**src/rtl/can_bs_pkg.sv**
```systemverilog
package can_bs_pkg;
   typedef enum logic [1:0] {
      SY_NONE  = 2'd0,
      SY_HARD  = 2'd1,
      SY_LATE  = 2'd2,
      SY_EARLY = 2'd3
   } sync_kind_e;
endpackage

```
**src/rtl/bs_quantum_gen.sv**
```systemverilog
module bs_quantum_gen #(
   parameter int DIV_W = 8
) (
   input  logic             clk,
   input  logic             rst_n,
   input  logic [DIV_W-1:0] div,
   output logic             q_en
);
   logic [DIV_W-1:0] cnt_q;

   assign q_en = (cnt_q >= div);

   always_ff @(posedge clk) begin
      if (!rst_n)    cnt_q <= '0;
      else if (q_en) cnt_q <= '0;
      else           cnt_q <= cnt_q + 1'b1;
   end
endmodule

```
**src/rtl/bs_phase_ctrl.sv**
```systemverilog
module bs_phase_ctrl
   import can_bs_pkg::*;
#(
   parameter int QW = 5,
   parameter int JW = 3
) (
   input  logic          clk,
   input  logic          rst_n,
   input  logic          q_en,
   input  logic          rx_s,
   input  logic          hsync_ok,
   input  logic          tx_dom,
   input  logic [QW-1:0] cfg_nq,
   input  logic [QW-1:0] cfg_sp,
   input  logic [JW-1:0] cfg_sjw,
   output logic          smp_stb,
   output logic          smp_bit,
   output logic          bnd_stb,
   output logic          bnd_evt,
   output logic          sync_hit,
   output logic [QW-1:0] cnt_o
);
   localparam int QW1 = QW + 1;

   logic [QW-1:0]  cnt_q;
   logic           prev_q, inh_q;
   logic [QW1-1:0] nq_w, sp_w, sjw_w, nc_w, e_w, mag_w, adv_w, cut_w, nxt_w;
   logic           bnd_now, at_sp;
   sync_kind_e     kind;

   always_comb begin
      nq_w  = {1'b0, cfg_nq};
      sp_w  = {1'b0, cfg_sp};
      sjw_w = QW1'(cfg_sjw);
      nc_w  = ({1'b0, cnt_q} == nq_w - QW1'(1)) ? '0 : {1'b0, cnt_q} + QW1'(1);
      e_w   = nc_w - QW1'(1);
      mag_w = (nc_w == '0) ? QW1'(1) : nq_w + QW1'(1) - nc_w;
      adv_w = nc_w + sjw_w;
      cut_w = (e_w < sjw_w) ? e_w : sjw_w;
      at_sp = (nc_w == sp_w);
      sync_hit = q_en & prev_q & ~rx_s & ~inh_q & ~tx_dom;
      kind    = SY_NONE;
      nxt_w   = nc_w;
      bnd_now = (nc_w == '0);
      if (sync_hit) begin
         if (hsync_ok) begin
            kind = SY_HARD;  nxt_w = QW1'(1); bnd_now = 1'b1;
         end else if (nc_w != '0 && nc_w < sp_w) begin
            kind = SY_LATE;  nxt_w = nc_w - cut_w; bnd_now = 1'b0;
         end else begin
            kind = SY_EARLY;
            if (mag_w <= sjw_w) begin
               nxt_w = QW1'(1); bnd_now = 1'b1;
            end else if (adv_w == nq_w) begin
               nxt_w = '0; bnd_now = 1'b1;
            end else begin
               nxt_w = adv_w; bnd_now = 1'b0;
            end
         end
      end
   end

   assign bnd_evt = q_en & bnd_now;
   assign cnt_o   = cnt_q;

   always_ff @(posedge clk) begin
      if (!rst_n) begin
         cnt_q   <= '0;
         prev_q  <= 1'b1;
         inh_q   <= 1'b0;
         smp_stb <= 1'b0;
         smp_bit <= 1'b1;
         bnd_stb <= 1'b0;
      end else if (q_en) begin
         cnt_q   <= nxt_w[QW-1:0];
         prev_q  <= rx_s;
         smp_stb <= at_sp;
         bnd_stb <= bnd_now;
         if (at_sp) smp_bit <= rx_s;
         if (kind != SY_NONE)  inh_q <= 1'b1;
         else if (at_sp && rx_s) inh_q <= 1'b0;
      end else begin
         smp_stb <= 1'b0;
         bnd_stb <= 1'b0;
      end
   end
endmodule

```
**src/rtl/bs_tx_hold.sv**
```systemverilog
module bs_tx_hold (
   input  logic clk,
   input  logic rst_n,
   input  logic tx_req,
   input  logic tx_bit,
   input  logic bnd_evt,
   output logic tx_out
);
   logic pend_q, buf_q;

   always_ff @(posedge clk) begin
      if (!rst_n) begin
         tx_out <= 1'b1;
         pend_q <= 1'b0;
         buf_q  <= 1'b1;
      end else begin
         if (bnd_evt) tx_out <= pend_q ? buf_q : 1'b1;
         if (tx_req) begin
            pend_q <= 1'b1;
            buf_q  <= tx_bit;
         end else if (bnd_evt) begin
            pend_q <= 1'b0;
         end
      end
   end
endmodule

```
**src/rtl/can_bit_sync.sv**
```systemverilog
module can_bit_sync #(
   parameter int DIV_W          = 8,
   parameter int QW             = 5,
   parameter int JW             = 3,
   parameter int RX_SYNC_STAGES = 0
) (
   input  logic             clk,
   input  logic             rst_n,
   input  logic [DIV_W-1:0] cfg_div,
   input  logic [QW-1:0]    cfg_nq,
   input  logic [QW-1:0]    cfg_sp,
   input  logic [JW-1:0]    cfg_sjw,
   input  logic             rx_in,
   input  logic             hsync_ok,
   input  logic             tx_req,
   input  logic             tx_bit,
   output logic             tq_en,
   output logic             smp_stb,
   output logic             smp_bit,
   output logic             bnd_stb,
   output logic             tx_out
);
   generate
      if (QW < 5) begin : g_bad_qw
         $error("QW must hold 25 quanta");
      end
      if (JW < 3 || JW > QW) begin : g_bad_jw
         $error("JW must hold a jump width of 4 and not exceed QW");
      end
      if (DIV_W < 1 || RX_SYNC_STAGES < 0) begin : g_bad_misc
         $error("illegal prescaler width or synchronizer depth");
      end
   endgenerate

   logic          rx_s, bnd_evt, sync_hit;
   logic [QW-1:0] q_cnt;

   generate
      if (RX_SYNC_STAGES == 0) begin : g_rx_direct
         assign rx_s = rx_in;
      end else begin : g_rx_sync
         logic [RX_SYNC_STAGES-1:0] sh_q;
         always_ff @(posedge clk) begin
            if (!rst_n) sh_q <= '1;
            else        sh_q <= RX_SYNC_STAGES'({sh_q, rx_in});
         end
         assign rx_s = sh_q[RX_SYNC_STAGES-1];
      end
   endgenerate

   bs_quantum_gen #(.DIV_W(DIV_W)) u_qgen (
      .clk(clk), .rst_n(rst_n), .div(cfg_div), .q_en(tq_en)
   );

   bs_phase_ctrl #(.QW(QW), .JW(JW)) u_phase (
      .clk(clk), .rst_n(rst_n), .q_en(tq_en), .rx_s(rx_s),
      .hsync_ok(hsync_ok), .tx_dom(~tx_out),
      .cfg_nq(cfg_nq), .cfg_sp(cfg_sp), .cfg_sjw(cfg_sjw),
      .smp_stb(smp_stb), .smp_bit(smp_bit), .bnd_stb(bnd_stb),
      .bnd_evt(bnd_evt), .sync_hit(sync_hit), .cnt_o(q_cnt)
   );

   bs_tx_hold u_tx (
      .clk(clk), .rst_n(rst_n), .tx_req(tx_req), .tx_bit(tx_bit),
      .bnd_evt(bnd_evt), .tx_out(tx_out)
   );
endmodule

```
**config.mk**
```make
export PLATFORM = sky130hd
export DESIGN_NAME = can_bit_sync
export DESIGN_NICKNAME = d
export VERILOG_FILES = /design/src/rtl/can_bs_pkg.sv /design/src/rtl/bs_quantum_gen.sv /design/src/rtl/bs_phase_ctrl.sv /design/src/rtl/bs_tx_hold.sv /design/src/rtl/can_bit_sync.sv
export SDC_FILE = /design/constraint.sdc
export NUM_CORES = 1
export LEC_CHECK = 0
export ABC_CLOCK_PERIOD_IN_PS = 4400
export BUFFER_PORTS_ARGS = -buffer_cell sky130_fd_sc_hd__clkbuf_2
export CELL_PAD_IN_SITES_DETAIL_PLACEMENT = 1
export CELL_PAD_IN_SITES_GLOBAL_PLACEMENT = 1
export CORE_MARGIN = 2
export CORE_UTILIZATION = 30
export DETAILED_ROUTE_END_ITERATION = 6
export PLACE_DENSITY_LB_ADDON = 0.2
export SYNTH_ARGS = -nofsm -noshare
export SYNTH_HDL_FRONTEND = slang
export SYNTH_SLANG_ARGS = --single-unit
```
**constraint.sdc**
```tcl
create_clock -name clk -period 4.4 [get_ports clk]
set_clock_uncertainty 0.15 [all_clocks]
set_input_delay 0.22 -clock clk [delete_from_list [all_inputs] [get_ports clk]]
set_output_delay 0.22 -clock clk [all_outputs]
set_load 0.005 [all_outputs]
```
==> results_dict.tcl <==
set metrics [dict create \
    ys_top_cells_by_area "ha_1 21%, dfxtp_1 17%, xor2_1 5.5%" \
    cp-end-kind "flip-flop" \
    crit_fanout 3 \
    multi_input_area_sq_um 1849 \
    instances_no_fill 447 \
    fillers 971 \
    hpwl_um 5768 \
    yosysMostFrequentCell "ha_1" \
    num_io_pins 32 \
    post-cts-setup-buffers 0 \
    cts_root_buffer "clkbuf_8" \
    drv_cap 0 \
    cts_buffer_depth 2 \
    grt_setup_unrepaired "false" \
    synth_nets 358 \
    synth_top_area_share 0.2082 \
    hold_buffers 0 \
    slew_headroom 0.4892 \
    htreeDepth 1 \
    fmax_mhz 243.2 \
    run_status "completed" \
    die_w_um 93.51 \
    hold_path_class "primary input to flip-flop" \
    antennaDiodeCount 0 \
    slew_viol_final 0 \
    numPortBuffers 31 \
    hold_viol 0 \
    ff_latch_area_sq_um 420.4 \
    drive_above_1_share 0.2087 \
    areaGrowthSynthToFinish_pct 21.40 \
    rows 32 \
    leakage_nw 1.524 \
    numCtsBuffers 3 \
    drtPass1Iterations 5 \
    post-route-period-util 0.9346 \
    post-route-drc-count 0 \
    routedWlPerCell_um 14.96 \
    synth_ff_type "dfxtp_1" \
    die-area_sq_um 8744 \
    wl_um 6688 \
    clock_sinks 21 \
    synthesis.area_sq_um 2404 \
    cts_tree "yes" \
    gp_congestion 0.7950 \
    initial_core_util 0.3110 \
    synth.avg_cell_area_sq_um 8.346 \
    fin_tns_setup_ns 0 \
    worstPathRequired_ns 4.41 \
    synth_async_sr_flop_share 0 \
    placed_cells 443 \
    core_area_sq_um 7727 \
    timing.critical_path.from_type "primary input" \
    viasPerCell 5.047 \
    yosys.area.top_type "ha_1" \
    ir_worst_vdd_mv 0.09595 \
    grt_pass1_wl_um 11610 \
    grt_usage 0.1650 \
    grt_max_degree 14 \
    synth_edf_count 0 \
    cp_data_arrival_time_ns 4.13 \
    synth_common_cells "40 x ha_1, 31 x inv_1, 24 x nor2_1" \
    yosysWarnings 0 \
    drt.antenna.violating_nets 0 \
    min_period_ns 4.112 \
    p_per_area_nw_per_um2 182.5 \
    critPathKind "primary input to flip-flop" \
    antenna_found_initial 0 \
    die_h_um 93.51 \
    clk_pin_slew_ns 0.08 \
    syn_inst 288 \
    whs_ns 0.02288 \
    finalNetCount 416 \
    setup_violations 0 \
    ctsResizeCount 0 \
    drt_iter0_markers 78 \
    vias 2256 \
    grt_pass1_vias 2473 \
    synth-seq-cells 21 \
    overflow 0 \
    clk-insertion-delay-late_ns 0.26 \
    tightest_slew_ns 0.7559 \
    synth_seq_area_share 0.1749 \
    synth.distinct_cells 54 \
]
## final cells by class
cell class	count	area share
Clock buffer	3	0.01415
Clock inverter	1	0.001715
Inverter	33	0.04245
Multi-Input combinational cell	230	0.6338
Sequential cell	21	0.1441
Tap cell	102	0.04374
Timing Repair Buffer	57	0.1201
## placed cells by master, fill, tap and decap left out, types with 5 or more instances in the layout
| master | Yosys | layout |
|---|---|---|
| clkbuf_2 | 0 | 31 |
| a21o_1 | 9 | 9 |
| mux2i_1 | 6 | 6 |
| and3_1 | 5 | 5 |
| xnor2_1 | 14 | 14 |
| o21ai_0 | 7 | 7 |
| nand2_1 | 18 | 18 |
| a21oi_1 | 11 | 11 |
| nand3_1 | 10 | 10 |
| dfxtp_1 | 21 | 21 |
| xor2_1 | 15 | 15 |
| nor2b_1 | 6 | 6 |
| inv_1 | 31 | 31 |
| o211ai_1 | 7 | 7 |
| buf_4 | 0 | 26 |
| nor2_1 | 24 | 24 |
| ha_1 | 40 | 40 |
## registers in the layout, summed over array words and instances, names as in the netlist
name,count
u_phase.smp_stb,1
u_phase.bnd_stb,1
u_phase.smp_bit,1
u_tx.tx_out,1
u_phase.cnt_o,5
u_phase.inh_q,1
u_qgen.cnt_q,8
u_tx.pend_q,1
u_phase.prev_q,1
u_tx.buf_q,1
## worst max-delay path, cell delays in order
cell	delay, ns
clkbuf_2	0.10
or3_4	0.40
o311a_1	0.34
nand4b_4	0.10
nand2_1	0.08
buf_4	0.14
ha_1	0.28
inv_1	0.09
ha_1	0.23
nor2b_1	0.12
o21ai_0	0.15
nand4b_1	0.16
mux2_1	0.24
ha_1	0.13
inv_1	0.06
fa_1	0.43
a21o_1	0.19
a21oi_1	0.21
nor3_1	0.07
nor2_1	0.09
o221ai_1	0.13
o211a_1	0.14
## power by group
| part | internal (mW) | total [mW] | switching, mW | leakage [nW] |
|---|---|---|---|---|
| clock | 0.0631 | 0.131 | 0.0675 | 0.0255 |
| combinational | 0.101 | 0.203 | 0.102 | 1.33 |
| sequential | 0.195 | 0.199 | 0.00442 | 0.171 |
| total | 0.359 | 0.532 | 0.174 | 1.52 |
## cells by family after synthesis
logic type      synth area share
flops                     0.1749
compound gates            0.1905
other cells             0.001560
fa+ha+maj                 0.2332
mux                      0.02967
xor+xnor                  0.1124
simple gates              0.1994
buf+inv                  0.05830
## layer usage
metal | vias to the layer above | GRT usage | share of wire
li1 | 1131 | - | -
met1 | 1088 | 0.2069 | 0.47
met2 | 29 | 0.3046 | 0.50
met3 | 8 | 0.01773 | 0.020
met4 | 0 | 0.03064 | 0.012
met5 | - | 0 | 0
## metrics by stage
stage	total power [mW]	instance area, sq um	setup WS (ns)	utilization
4_1_cts	0.5379	2912	0.2559	0.3768
5_1_grt	0.5735	2918	0.003837	0.3776
6_report	0.5325	2918	0.2876	0.3776
3_3_place_gp	0.4014	2865	0.04929	0.3708
3_5_place_dp	0.4065	2865	0.004261	0.3708
2_1_floorplan	0.3375	2404	0.3199	-
## worst paths after layout
path	from	end	slack [ns]	cells past startpoint
max	cfg_nq[0]	u_phase.cnt_o[4]	0.29	22
min	tx_bit	u_tx.buf_q	0.02	3
max reg2reg	u_phase.cnt_o[4]	u_phase.cnt_o[4]	0.34	21
min reg2reg	u_qgen.cnt_q[0]	u_qgen.cnt_q[0]	0.32	1
Note: power is estimated with default switching activity, not from simulation.
